--- config.mk ---
export PLATFORM = sky130hd
export DESIGN_NAME = epoch_start_align
export DESIGN_NICKNAME = d
export VERILOG_FILES = /design/src/rtl/epoch_align_pkg.sv /design/src/rtl/align_parent.sv /design/src/rtl/align_child.sv /design/src/rtl/epoch_start_align.sv
export SDC_FILE = /design/constraint.sdc
export NUM_CORES = 1
export LEC_CHECK = 0
export ABC_AREA = 0
export BUFFER_PORTS_ARGS = -buffer_cell sky130_fd_sc_hd__buf_2
export CORE_MARGIN = 3
export CORE_UTILIZATION = 47
export DETAILED_ROUTE_END_ITERATION = 7
export HOLD_SLACK_MARGIN = 0.08
export PLACE_DENSITY = 0.79
export SYNTH_ARGS = -nofsm -noshare
export SYNTH_HDL_FRONTEND = slang
export SYNTH_SLANG_ARGS = --single-unit
--- constraint.sdc ---
create_clock -name clk -period 1.4 [get_ports clk]
set_input_delay 0.28 -clock clk [delete_from_list [all_inputs] [get_ports clk]]
set_output_delay 0.28 -clock clk [all_outputs]
set_load 0.02 [all_outputs]
--- src/rtl/epoch_align_pkg.sv ---
package epoch_align_pkg;

    // Parent-side launch state: idle, or armed and waiting for the epoch tick.
    typedef enum logic {
        PAR_IDLE   = 1'b0,
        PAR_DESKEW = 1'b1
    } par_state_e;

endpackage

--- src/rtl/align_parent.sv ---
module align_parent
    import epoch_align_pkg::*;
#(
    parameter int VEC_W = 32
) (
    input  logic             clk,
    input  logic             rst_n,
    input  logic             epoch_tick,
    input  logic             arm,
    input  logic [VEC_W-1:0] arm_vec,
    output logic             tx_valid,
    output logic [VEC_W-1:0] tx_data,
    output logic             start
);

    typedef struct packed {
        par_state_e       st;
        logic [VEC_W-1:0] vec;
    } par_regs_t;

    par_regs_t regs_d, regs_q;
    logic      fire;

    always_comb begin
        regs_d = regs_q;
        fire   = (regs_q.st == PAR_DESKEW) && epoch_tick;
        if (regs_q.st == PAR_IDLE && arm) begin
            regs_d.st  = PAR_DESKEW;
            regs_d.vec = arm_vec;
        end
        if (fire) begin
            regs_d.st = PAR_IDLE;
        end
    end

    always_ff @(posedge clk) begin
        if (!rst_n) begin
            regs_q <= '{st: PAR_IDLE, vec: '0};
        end else begin
            regs_q <= regs_d;
        end
    end

    assign tx_valid = fire;
    assign tx_data  = regs_q.vec;
    assign start    = fire;

endmodule

--- src/rtl/align_child.sv ---
module align_child #(
    parameter int VEC_W = 32
) (
    input  logic             clk,
    input  logic             rst_n,
    input  logic             epoch_tick,
    input  logic             rx_valid,
    input  logic [VEC_W-1:0] rx_data,
    output logic             start,
    output logic [VEC_W-1:0] vec,
    output logic             overrun
);

    typedef struct packed {
        logic             full;
        logic [VEC_W-1:0] buffer;
        logic             ovr;
    } chd_regs_t;

    chd_regs_t regs_d, regs_q;
    logic      release_now;
    logic      accept;

    always_comb begin
        regs_d      = regs_q;
        // A buffer filled in an earlier cycle is released on this tick.
        release_now = regs_q.full && epoch_tick;
        accept      = rx_valid && (!regs_q.full || release_now);
        if (release_now) begin
            regs_d.full = 1'b0;
        end
        if (accept) begin
            regs_d.full   = 1'b1;
            regs_d.buffer = rx_data;
        end
        if (rx_valid && !accept) begin
            regs_d.ovr = 1'b1;
        end
    end

    always_ff @(posedge clk) begin
        if (!rst_n) begin
            regs_q <= '{full: 1'b0, buffer: '0, ovr: 1'b0};
        end else begin
            regs_q <= regs_d;
        end
    end

    assign start   = release_now;
    assign vec     = regs_q.buffer;
    assign overrun = regs_q.ovr;

endmodule

--- src/rtl/epoch_start_align.sv ---
module epoch_start_align #(
    parameter int VEC_W = 32
) (
    input  logic             clk,
    input  logic             rst_n,
    input  logic             epoch_tick,
    input  logic             arm,
    input  logic [VEC_W-1:0] arm_vec,
    output logic             tx_valid,
    output logic [VEC_W-1:0] tx_data,
    output logic             parent_start,
    input  logic             rx_valid,
    input  logic [VEC_W-1:0] rx_data,
    output logic             child_start,
    output logic [VEC_W-1:0] child_vec,
    output logic             overrun
);

    align_parent #(.VEC_W(VEC_W)) u_parent (
        .clk        (clk),
        .rst_n      (rst_n),
        .epoch_tick (epoch_tick),
        .arm        (arm),
        .arm_vec    (arm_vec),
        .tx_valid   (tx_valid),
        .tx_data    (tx_data),
        .start      (parent_start)
    );

    align_child #(.VEC_W(VEC_W)) u_child (
        .clk        (clk),
        .rst_n      (rst_n),
        .epoch_tick (epoch_tick),
        .rx_valid   (rx_valid),
        .rx_data    (rx_data),
        .start      (child_start),
        .vec        (child_vec),
        .overrun    (overrun)
    );

endmodule

### After elaboration in Yosys (flattened, before gate mapping)

Index checks and enable logic that the tools add are counted.

| cells by class | value |
|---|---|
| mux-type cells | 2 |
| bitwise gates (word level) | 2 |
| reductions and logical operators | 10 |

Operator list:

| cell | count |
|---|---|
| 33-bit two-way mux | 1 |
| 1-bit logical AND | 5 |
| 1-bit logical NOT | 2 |
| 1-bit NOT | 2 |
| 2-bit nonzero test | 1 |
| 2-bit OR reduction | 1 |
| 1-bit logical OR | 1 |
| 1-bit two-way mux | 1 |

| storage, ports and cells | value |
|---|---|
| register bits | 67 |
| logic and storage cells | 19 |
| input bits | 69 |

### Longest topological paths before layout

Gate-level depths: netlist of run 1.

| depth | value |
|---|---|
| depth in word-level cells | 5 |
| gate-level depth with buffers | 5 |
| depth with buffers taken out | 3 |

### Hierarchy

Synthesis of run 1 repeated with hierarchy kept, for this count alone.

| unflattened totals | value |
|---|---|
| cells, all modules | 356 |
| area total of the unflattened synthesis | 3221.8 sq um |

Modules (own cells, without submodules):

| module | seq. area each (sq um) | cells an instance | area an instance (sq um) | instances |
|---|---|---|---|---|
| align_child | 680.7 | 179 | 1634.1 | 1 |
| align_parent | 660.6 | 177 | 1587.8 | 1 |

### Least setup slack after synthesis of run 1

OpenSTA, ideal clock, no wires.

| path | value |
|---|---|
| kind | flip-flop to output port |
| start point | reg u_parent.regs_q[32] |
| end point | out tx_valid |
| arrival time | 0.760 ns |
| buffers on the path | 1 |
| path slack | 0.360 ns |
| cell stages (with the launch flop) | 3 |
| cell sequence | dfxtp_1 > and2_1 > buf_4 |

| between the ends | value |
|---|---|
| longest elaborated chain between the ends | 1 |

RTL lines:

| element | RTL line | RTL |
|---|---|---|
| start: declaration | align_parent.sv:21 | `par_regs_t regs_d, regs_q;` |
| start signal: assignment | align_parent.sv:38 | `regs_q <= '{st: PAR_IDLE, vec: '0};` |
| start signal: assignment | align_parent.sv:40 | `regs_q <= regs_d;` |
| 1-bit logical AND | align_parent.sv:26 | `fire = (regs_q.st == PAR_DESKEW) && epoch_tick;` |
| end: declaration | epoch_start_align.sv:9 | `output logic tx_valid,` |

Every way passes these cells.

### Worst setup path after layout of run 1

| path | value |
|---|---|
| start point | reg u_parent.regs_q[32] |
| end point | out parent_start |

| between the ends | value |
|---|---|
| longest elaborated chain between the ends | 1 |

RTL lines:

| element | RTL line | RTL |
|---|---|---|
| 1-bit logical AND | align_parent.sv:26 |  |
| end: declaration | epoch_start_align.sv:11 | `output logic parent_start,` |

Every way passes these cells.

==> impl_metrics.yaml, run 1 <==
logic_synthesis:
  yosysUniqueCellTypes: 17
  syn_area_per_cell_sq_um: 8.804
  yosys.area.top_type: "dfxtp_1"
  synth.net_count: 427
  ys_ff_latch: 67
  netlist_area_sq_um: 3152
  synth_cells: 358
  synth.area.top_cells: "dfxtp_1 43%, buf_4 16%, nand2_1 15%"
  synth_warnings: 0
  seq_area_frac_synth: 0.4256
  synth_top_cell_area_share: 0.4256
grt:
  grt_max_degree: 37
  grt_pass1_wl_microns: 9218
  grt.overflow.total: 0
  antenna_found_initial: 0
  grt.total_usage: 0.1518
  grt_pass1_vias: 2031
timing:
  fin_crit_sh: 0.9439
  rsz0062_at_grt: "no"
  tightest_slew_ns: 0.3056
  finalMaxSlewViolations: 0
  period_needed_ns: 1.321
  fin_skew_ns: 0.006051
  slew_headroom: 0.7963
  hold_viol: 0
  setup_viol: 0
  clock.fmax_ghz: 0.7567
  setup_tns_ns: 0
clock_tree:
  cts-resized-gates: 0
  htree_levels: 3
  cts_sinks: 67
  cts_setup_buffers: 0
  cts_tree: "done"
  cts-root-buf: "clkbuf_8"
  ctsHoldBuffers: 0
  cts.clk_slew.worst_paths_ns: 0.07
  cts_max_path_buffers: 2
  numCtsBuffers: 9
  clk_latency_ns: 0.32
hold_path:
  min_delay_path_depth: 3
  hold_class: "input port to register"
finish:
  final_area_sq_um: 3625
  seq_area_sq_um: 1341
  antennaDiodeCount: 0
  fill_cells: 599
  layout_commonest_cell: "buf_2"
  final_cell_mix: "136 x buf_2, 128 x nand2_1, 67 x dfxtp_1"
  multiInputGateArea_sq_um: 1129
  fin_nets: 494
  drive_gt1_frac: 0.3744
  area_delta_synth_final_pct: 15.01
critical_path:
  critPathTopFamily: "flip-flops"
  start_kind: "register"
  setup.worst_path.end_class: "output port"
  path_buf_inv: 1
  crit_type: "register to output port"
  cp.depth: 2
  worstRegToRegCells: 4
  crit_fanout: 4
  crit_required_ns: 1.12
  crit_arrival_ns: 1.04
  crit_path_cell_trace: "and2_1 > buf_2"
  crit_path_top_delay_cell: "dfxtp_1"
  cpPeakStageDelay_ns: 0.37
placement:
  dp_hpwl_microns: 4381
  gp_congestion: 0.6937
  io_buffers: 136
  dpl-instance-area_sq_um: 3382
drt:
  ant_nets: 0
  drt_iter0_drc: 58
  vias: 2273
  wl_per_cell_microns: 11.65
  dr.pass1.iters: 4
  routed_via_density: 4.483
  drc: 0
  routed_wl_microns: 5909
die:
  ios: 137
  fp-row-count: 29
  core-area_sq_um: 6422
  dieArea_sq_um: 7725
  die_h_microns: 87.89
  die_w_microns: 87.89
  initial_core_util: 0.4907
pwr:
  leakagePower_nw: 1.818
  p_per_area_nw_per_um2: 1297
  ir_worst_vdd_mv: 0.6429
outcome:
  outcome: "completed"
job:
  maxCapViolCount: 0
## per-layer routing
| layer | GRT usage | vias to the layer above | routed length (microns) |
|---|---|---|---|
| met5 | 0 | - | 0 |
| met4 | 0.06276 | 0 | 44 |
| li1 | - | 1193 | - |
| met2 | 0.2411 | 96 | 2709 |
| met3 | 0.05080 | 5 | 527 |
| met1 | 0.1890 | 979 | 2627 |
## path summary, 6_finish.rpt
| path | startpoint | end | slack, ns |
|---|---|---|---|
| worst max-delay path | u_parent.regs_q[32] | parent_start | 0.08 |
| worst min-delay path | arm_vec[2] | u_parent.tx_data[2] | 0.19 |
| worst max register to register | u_child.regs_q[33] | u_child.vec[2] | 0.26 |
| worst min register to register | u_child.vec[20] | u_child.vec[20] | 0.45 |
## flip-flops by register name, summed over array words and instances, names as in the netlist
| signal | cells |
|---|---|
| u_child.overrun | 1 |
| u_parent.tx_data | 32 |
| u_child.regs_q | 1 |
| u_child.vec | 32 |
| u_parent.regs_q | 1 |
## cell usage after synthesis
cell	count
nand2_1	128
buf_4	68
dfxtp_1	67
mux2i_1	32
a21boi_0	25
a21boi_1	8
clkbuf_1	8
buf_6	7
buf_12	3
and2_1	2
buf_2	2
nand2b_1	2
nor2b_1	2
a21oi_1	1
nor2b_2	1
nor2b_4	1
o21a_1	1
## per-stage QoR
stage | setup slack (ns) | util | total power, mW | cells | hold slack, ns
2_1_floorplan | 0.3597 | - | 2.741 | 358 | 0.4038
3_3_place_gp | 0.2749 | 0.5266 | 2.822 | 491 | 0.4382
3_5_place_dp | 0.2059 | 0.5266 | 2.839 | 491 | 0.4437
4_1_cts | 0.04642 | 0.5644 | 4.783 | 507 | 0.1669
5_1_grt | 0.005463 | 0.5644 | 4.936 | 507 | 0.1781
6_report | 0.07856 | 0.5644 | 4.701 | 507 | 0.1886
## worst reg2reg max path, stage by stage (launching register included)
cell	delay, ns
dfxtp_1	0.31
nor2b_4	0.13
nor2b_4	0.14
buf_4	0.26
mux2i_1	0.23
## final cells by class
type,instances,share of cell area
flip-flops and latches,67,0.3700
clock inverters,4,0.02692
repair buffers,144,0.2251
clock buffers,12,0.04004
well taps,77,0.02658
multi-input cells,203,0.3114
## logic make-up (layout without fill, tap and decap cells)
family	after synthesis	count (layout)	share of synthesized area
simple gates	136	136	0.1715
buf+inv	88	160	0.2187
flops	67	67	0.4256
compound gates	35	35	0.08257
mux	32	32	0.1016
## power by group
part	internal [mW]	switching (mW)
clock	1.23	0.680
combinational	0.302	0.400
sequential	2.03	0.0579
total	3.56	1.14
(Power assumes the default switching activity.)
==> inputs of run 2 (changes only) <==
--- a/config.mk
+++ b/config.mk
@@ -12,6 +12,7 @@
 export DETAILED_ROUTE_END_ITERATION = 7
 export HOLD_SLACK_MARGIN = 0.08
 export PLACE_DENSITY = 0.79
+export SETUP_SLACK_MARGIN = 0.4
 export SYNTH_ARGS = -nofsm -noshare
 export SYNTH_HDL_FRONTEND = slang
 export SYNTH_SLANG_ARGS = --single-unit
==> run 2 against run 1 <==
Net effect:
- flip-flop and latch count did not move
- clock-buffer cell count rose by 1
- critical path depth rose by 5
- hold slack got worse by 0.015 ns
- largest power group unchanged
- highest routed layer unchanged
==> impl_metrics.yaml, run 2 (synthesis gave the netlist of run 1 again) <==
timing:
  fin_skew_ns: 0.007139
  tightest_slew_ns: 0.3762
  period_needed_ns: 1.283
  rsz0062_at_grt: "yes"
  finalMaxSlewViolations: 0
  hold_viol: 0
  slew_headroom: 0.7492
  setup_viol: 0
  setup_tns_ns: 0
  clock.fmax_ghz: 0.7792
  fin_crit_sh: 0.9167
die:
  fp-row-count: 29
  dieArea_sq_um: 7725
  die_h_microns: 87.89
  core-area_sq_um: 6422
  die_w_microns: 87.89
  ios: 137
  initial_core_util: 0.4907
finish:
  antennaDiodeCount: 0
  layout_commonest_cell: "nand2_1"
  fill_cells: 434
  final_cell_mix: "109 x nand2_1, 78 x buf_6, 68 x buf_2"
  finish.utilization: 0.7257
  area_delta_synth_final_pct: 47.88
  drive_gt1_frac: 0.6508
  fin_nets: 526
critical_path:
  cp.depth: 7
  path_buf_inv: 4
  critPathTopFamily: "buffers and inverters"
  crit_path_cell_trace: "buf_6 > nor2b_4 > buf_6 > buf_12 > buf_16 > nand2_1 > a21boi_1"
  crit_arrival_ns: 1.54
  cpMostUsedCell: "buf_6"
  crit_end: "u_parent.tx_data[7]"
  crit_fanout: 8
  timing.rr.end: "u_parent.tx_data[7]"
  start_kind: "register"
  worstRegToRegCells: 7
  cpPeakStageDelay_ns: 0.33
  startpoint: "u_parent.regs_q[32]"
  reg2reg_from: "u_parent.regs_q[32]"
  rrSetupSlack_ns: 0.12
  crit_type: "register to register"
  crit_required_ns: 1.65
  setup.worst_path.end_class: "register"
  crit_path_top_delay_cell: "dfxtp_2"
drt:
  routed_via_density: 4.911
  drt_iter0_drc: 65
  ant_nets: 0
  vias: 2642
  drc: 0
  dr.pass1.iters: 4
  wl_per_cell_microns: 16.55
  routed_wl_microns: 8906
clock_tree:
  cts_max_path_buffers: 2
  htree_levels: 3
  cts.clk_slew.worst_paths_ns: 0.07
  cts-root-buf: "clkbuf_8"
  clk_latency_ns: 0.33
  cts_sinks: 67
  cts_tree: "done"
  numCtsBuffers: 9
outcome:
  outcome: "completed"
pwr:
  p_per_area_nw_per_um2: 1021
  ir_worst_vdd_mv: 0.6266
  leakagePower_nw: 2.237
placement:
  dp_hpwl_microns: 4194
  gp_congestion: 0.7090
  io_buffers: 136
grt:
  grt_pass1_wl_microns: 11990
  grt.total_usage: 0.2029
  grt_max_degree: 100
  grt_pass1_vias: 2554
  grt.overflow.total: 0
  antenna_found_initial: 0
job:
  maxCapViolCount: 0
hold_path:
  hold_class: "input port to register"
run 2: per-stage QoR:
stage / hold WS, ns / std cells / worst slack (ns) / power [mW] / cell area (sq um)
3_5_place_dp: 0.4436 / 488 / 0.2304 / 2.816 / 3323
3_3_place_gp: 0.4379 / 488 / 0.3030 / 2.800 / 3323
6_report: 0.1733 / 538 / 0.1167 / 4.759 / 4661
2_1_floorplan: 0.4038 / 358 / 0.3838 / 2.742 / 3153
4_1_cts: 0.1555 / 517 / 0.1777 / 4.590 / 4240
5_1_grt: 0.1614 / 538 / 0.09776 / 4.965 / 4661
run 2: worst min path at each step:
stage,endpoint,cells after the start,from
after floorplan,u_child.regs_q[33],1,rx_valid
after global placement,u_parent.tx_data[5],2,u_parent.tx_data[5]
after detailed placement,u_parent.tx_data[5],2,u_parent.tx_data[5]
after CTS,u_parent.tx_data[4],3,arm_vec[4]
after global routing,u_parent.tx_data[12],3,arm_vec[12]
final,u_parent.tx_data[12],3,arm_vec[12]
run 2: layout make-up:
type | count | area (sq um) | area share
well taps | 77 | 96.34 | 0.02067
multi-input cells | 203 | 1356 | 0.2910
clock inverters | 2 | 10.01 | 0.002148
clock buffers | 13 | 168.9 | 0.03624
repair buffers | 176 | 1604 | 0.3442
flip-flops and latches | 67 | 1425 | 0.3058
run 2: report_power, final:
group          switching [mW]  internal (mW)
clock network           0.703          0.774
registers              0.0901           2.05
logic                   0.537          0.602
run 2: per-layer routing:
layer  part of all wire  vias to the layer above  global-route usage
met2               0.52                      128              0.3685
met3              0.078                       18             0.06303
li1                   -                     1264                   -
met1               0.38                     1232              0.2090
met5                  0                        -                   0
met4              0.021                        0              0.1018
run 2: timing repair:
item / in CTS / in global routing
gates resized for setup: 225 / 79
setup endpoints to repair: 125 / 133
setup buffers: 8 / 20
cloned: 6 / 1
pin swaps: 0 / 38
hold buffers: 0 / 0
run 2: worst min-delay path: stages:
cell,delay (ns)
buf_2,0.10
nand2_1,0.04
a21boi_1,0.05
==> inputs of run 3 (changes only) <==
--- a/config.mk
+++ b/config.mk
@@ -8,11 +8,12 @@
 export ABC_AREA = 0
 export BUFFER_PORTS_ARGS = -buffer_cell sky130_fd_sc_hd__buf_2
 export CORE_MARGIN = 3
-export CORE_UTILIZATION = 47
+export CORE_UTILIZATION = 48
 export DETAILED_ROUTE_END_ITERATION = 7
 export HOLD_SLACK_MARGIN = 0.08
-export PLACE_DENSITY = 0.79
+export PLACE_DENSITY = 0.8
 export SETUP_SLACK_MARGIN = 0.4
 export SYNTH_ARGS = -nofsm -noshare
 export SYNTH_HDL_FRONTEND = slang
+export SYNTH_HIERARCHICAL = 1
 export SYNTH_SLANG_ARGS = --single-unit
==> run 3 against run 2 <==
Net effect:
- cell count shrank 2.0%
- power is 5.8% lower
- critical path depth decreased by 3
- maximum frequency rose by 5.7%
- flip-flop and latch count did not move
- die area hardly changed
- sequential share of layout area up 2.4 points
- critical path type unchanged
==> impl_metrics.yaml, run 3 <==
outcome:
  outcome: "completed"
timing:
  slew_headroom: 0.8314
  clock.fmax_ghz: 0.8235
  setup_ws_ns: 0.1856
  fin_skew_ns: 0.007487
  setup_viol: 0
  setup_tns_ns: 0
  fin_crit_sh: 0.8674
  hold_viol: 0
  period_needed_ns: 1.214
  finalMaxSlewViolations: 0
  tightest_slew_ns: 0.2529
  rsz0062_at_grt: "yes"
critical_path:
  crit_required_ns: 1.63
  crit_type: "register to register"
  crit_arrival_ns: 1.44
  crit_fanout: 17
  start_kind: "register"
  setup.worst_path.end_class: "register"
grt:
  grt.total_usage: 0.1705
  grt_pass1_wl_microns: 10270
  grt_max_degree: 66
  grt_pass1_vias: 2234
  grt.overflow.total: 0
  antenna_found_initial: 0
finish:
  layout_commonest_cell: "nand2_1"
  area_delta_synth_final_pct: 33.98
  drive_gt1_frac: 0.5578
  final_cell_mix: "128 x nand2_1, 69 x buf_6, 67 x buf_2, 67 x dfxtp_2, 64 x mux2i_1"
  fin_nets: 515
  antennaDiodeCount: 0
  fill_cells: 469
  final_area_sq_um: 4317
pwr:
  leakagePower_nw: 2.111
  p_comb_frac: 0.221
  p_total_mw: 4.483
  pwr-share-seq: 0.481
  ir_worst_vdd_mv: 0.5943
  p_per_area_nw_per_um2: 1039
  swShare: 0.2718
  p_int_mw: 3.265
  clkPwrFrac: 0.297
  p_sw_mw: 1.218
logic_synthesis:
  async_flop_share: 0
  synthMostInstantiatedCell: "nand2_1"
  synth_mux_area_frac: 0.1988
  ys.flop_type: "dfxtp_1"
  seq_area_frac_synth: 0.4163
  netlist_area_sq_um: 3222
  synth.net_count: 425
  syn_area_per_cell_sq_um: 9.050
  synthAdderAreaFrac: 0
  synth_commonest_cells: "128 x nand2_1, 67 x dfxtp_1, 66 x buf_4"
  synth-edff-count: 0
  ys_ff_latch: 67
  synth_warnings: 6
  synth_top_family_by_area: "buffers and inverters"
  yosysUniqueCellTypes: 16
  synth-xor-area-share: 0
  synth_compound_area_frac: 0.006214
  synth_simple_gate_area_frac: 0.1662
  synth_top_cell_area_share: 0.4163
  synth.area.top_cells: "dfxtp_1 42%, mux2i_1 20%, buf_4 15%"
  yosys.area.top_type: "dfxtp_1"
  synth_cells: 356
placement:
  io_buffers: 136
  dp_hpwl_microns: 4195
  preCtsSetupSlack_ns: 0.2304
  dpl-instance-area_sq_um: 3411
  gp_congestion: 0.6761
clock_tree:
  htree_levels: 3
  ctsHoldBuffers: 0
  cts_max_path_buffers: 2
  cts-root-buf: "clkbuf_8"
  cts_sinks: 67
  numCtsBuffers: 9
  cts.clk_slew.worst_paths_ns: 0.07
  cts_tree: "done"
  clk_latency_ns: 0.32
die:
  ios: 137
  core-area_sq_um: 6422
  die_h_microns: 87.93
  dieArea_sq_um: 7731
  initial_core_util: 0.5017
  die_w_microns: 87.93
  fp-row-count: 29
drt:
  drc: 0
  drt_iter0_drc: 65
  wl_per_cell_microns: 13.77
  ant_nets: 0
  vias: 2443
  routed_wl_microns: 7255
  routed_via_density: 4.636
  dr.pass1.iters: 4
job:
  maxCapViolCount: 0
hold_path:
  hold_class: "input port to register"
==> run 3: changes by cell type after synthesis, sizes merged <==
cell / change
o21a: +1
mux2i: +32
nor2b: +1
nand2b: -2
buf: +4
clkbuf: -5
a21boi: -33
==> run 3: layout make-up <==
cell class | count | area (sq um) | share of cell area
multi-input combinational | 202 | 1212 | 0.2809
tap | 77 | 96.34 | 0.02232
clock inverter | 3 | 15.01 | 0.003478
clock buffer | 12 | 145.1 | 0.03362
sequential | 67 | 1425 | 0.3301
timing repair buffer | 166 | 1423 | 0.3296
==> run 3: cell families after synthesis <==
kind of cell | Yosys count
AOI/OAI and AO/OA | 3
DFF | 67
muxes | 64
and+or+nand+nor | 135
buffers and inverters | 87
==> run 3: per-layer routing <==
metal | vias to the layer above | track usage | wire length, microns
li1 | 1235 | - | -
met1 | 1099 | 0.1913 | 2905
met2 | 96 | 0.2945 | 3681
met3 | 13 | 0.06115 | 565
met4 | 0 | 0.06695 | 103
met5 | - | 0 | 0
==> run 3: power groups by stage <==
stage                     logic, mW  clock network, mW  registers [mW]
after global placement        0.721                  0            2.14
after floorplan               0.676                  0            2.13
after global routing           1.06               1.46            2.17
after detailed placement      0.738                  0            2.14
final                         0.992               1.33            2.16
after CTS                     0.928               1.37            2.15
==> run 3: path summary, 6_finish.rpt <==
| path | to | start | slack, ns | depth (start not counted) |
|---|---|---|---|---|
| max reg2reg | u_parent/tx_data[15] | u_parent/regs_q[32] | 0.19 | 4 |
| min reg2reg | u_parent/tx_data[20] | u_parent/tx_data[20] | 0.46 | 2 |
| max | u_parent/tx_data[15] | u_parent/regs_q[32] | 0.19 | 4 |
| min | u_child/vec[16] | rx_data[16] | 0.19 | 3 |
==> run 3: what timing repair did <==
| action | CTS | global route |
|---|---|---|
| resized for setup | 205 | 2 |
| cloned | 1 | 2 |
| hold endpoints to repair | 0 | 0 |
| buffers inserted | 9 | 14 |
| endpoints found under the setup margin | 126 | 133 |
==> run 3: metrics by stage <==
stage            util  cells  hold slack, ns
3_3_place_gp   0.5311    486          0.4402
2_1_floorplan       -    356          0.4038
6_report       0.6721    527          0.1927
5_1_grt        0.6721    527          0.1625
3_5_place_dp   0.5311    486          0.4441
4_1_cts        0.6503    511          0.1691
==> run 3: worst max-delay path, stage by stage (launching register included) <==
cell and delay (ns):
dfxtp_2 0.32, buf_4 0.13, nor2b_4 0.20, buf_12 0.21, mux2i_1 0.24
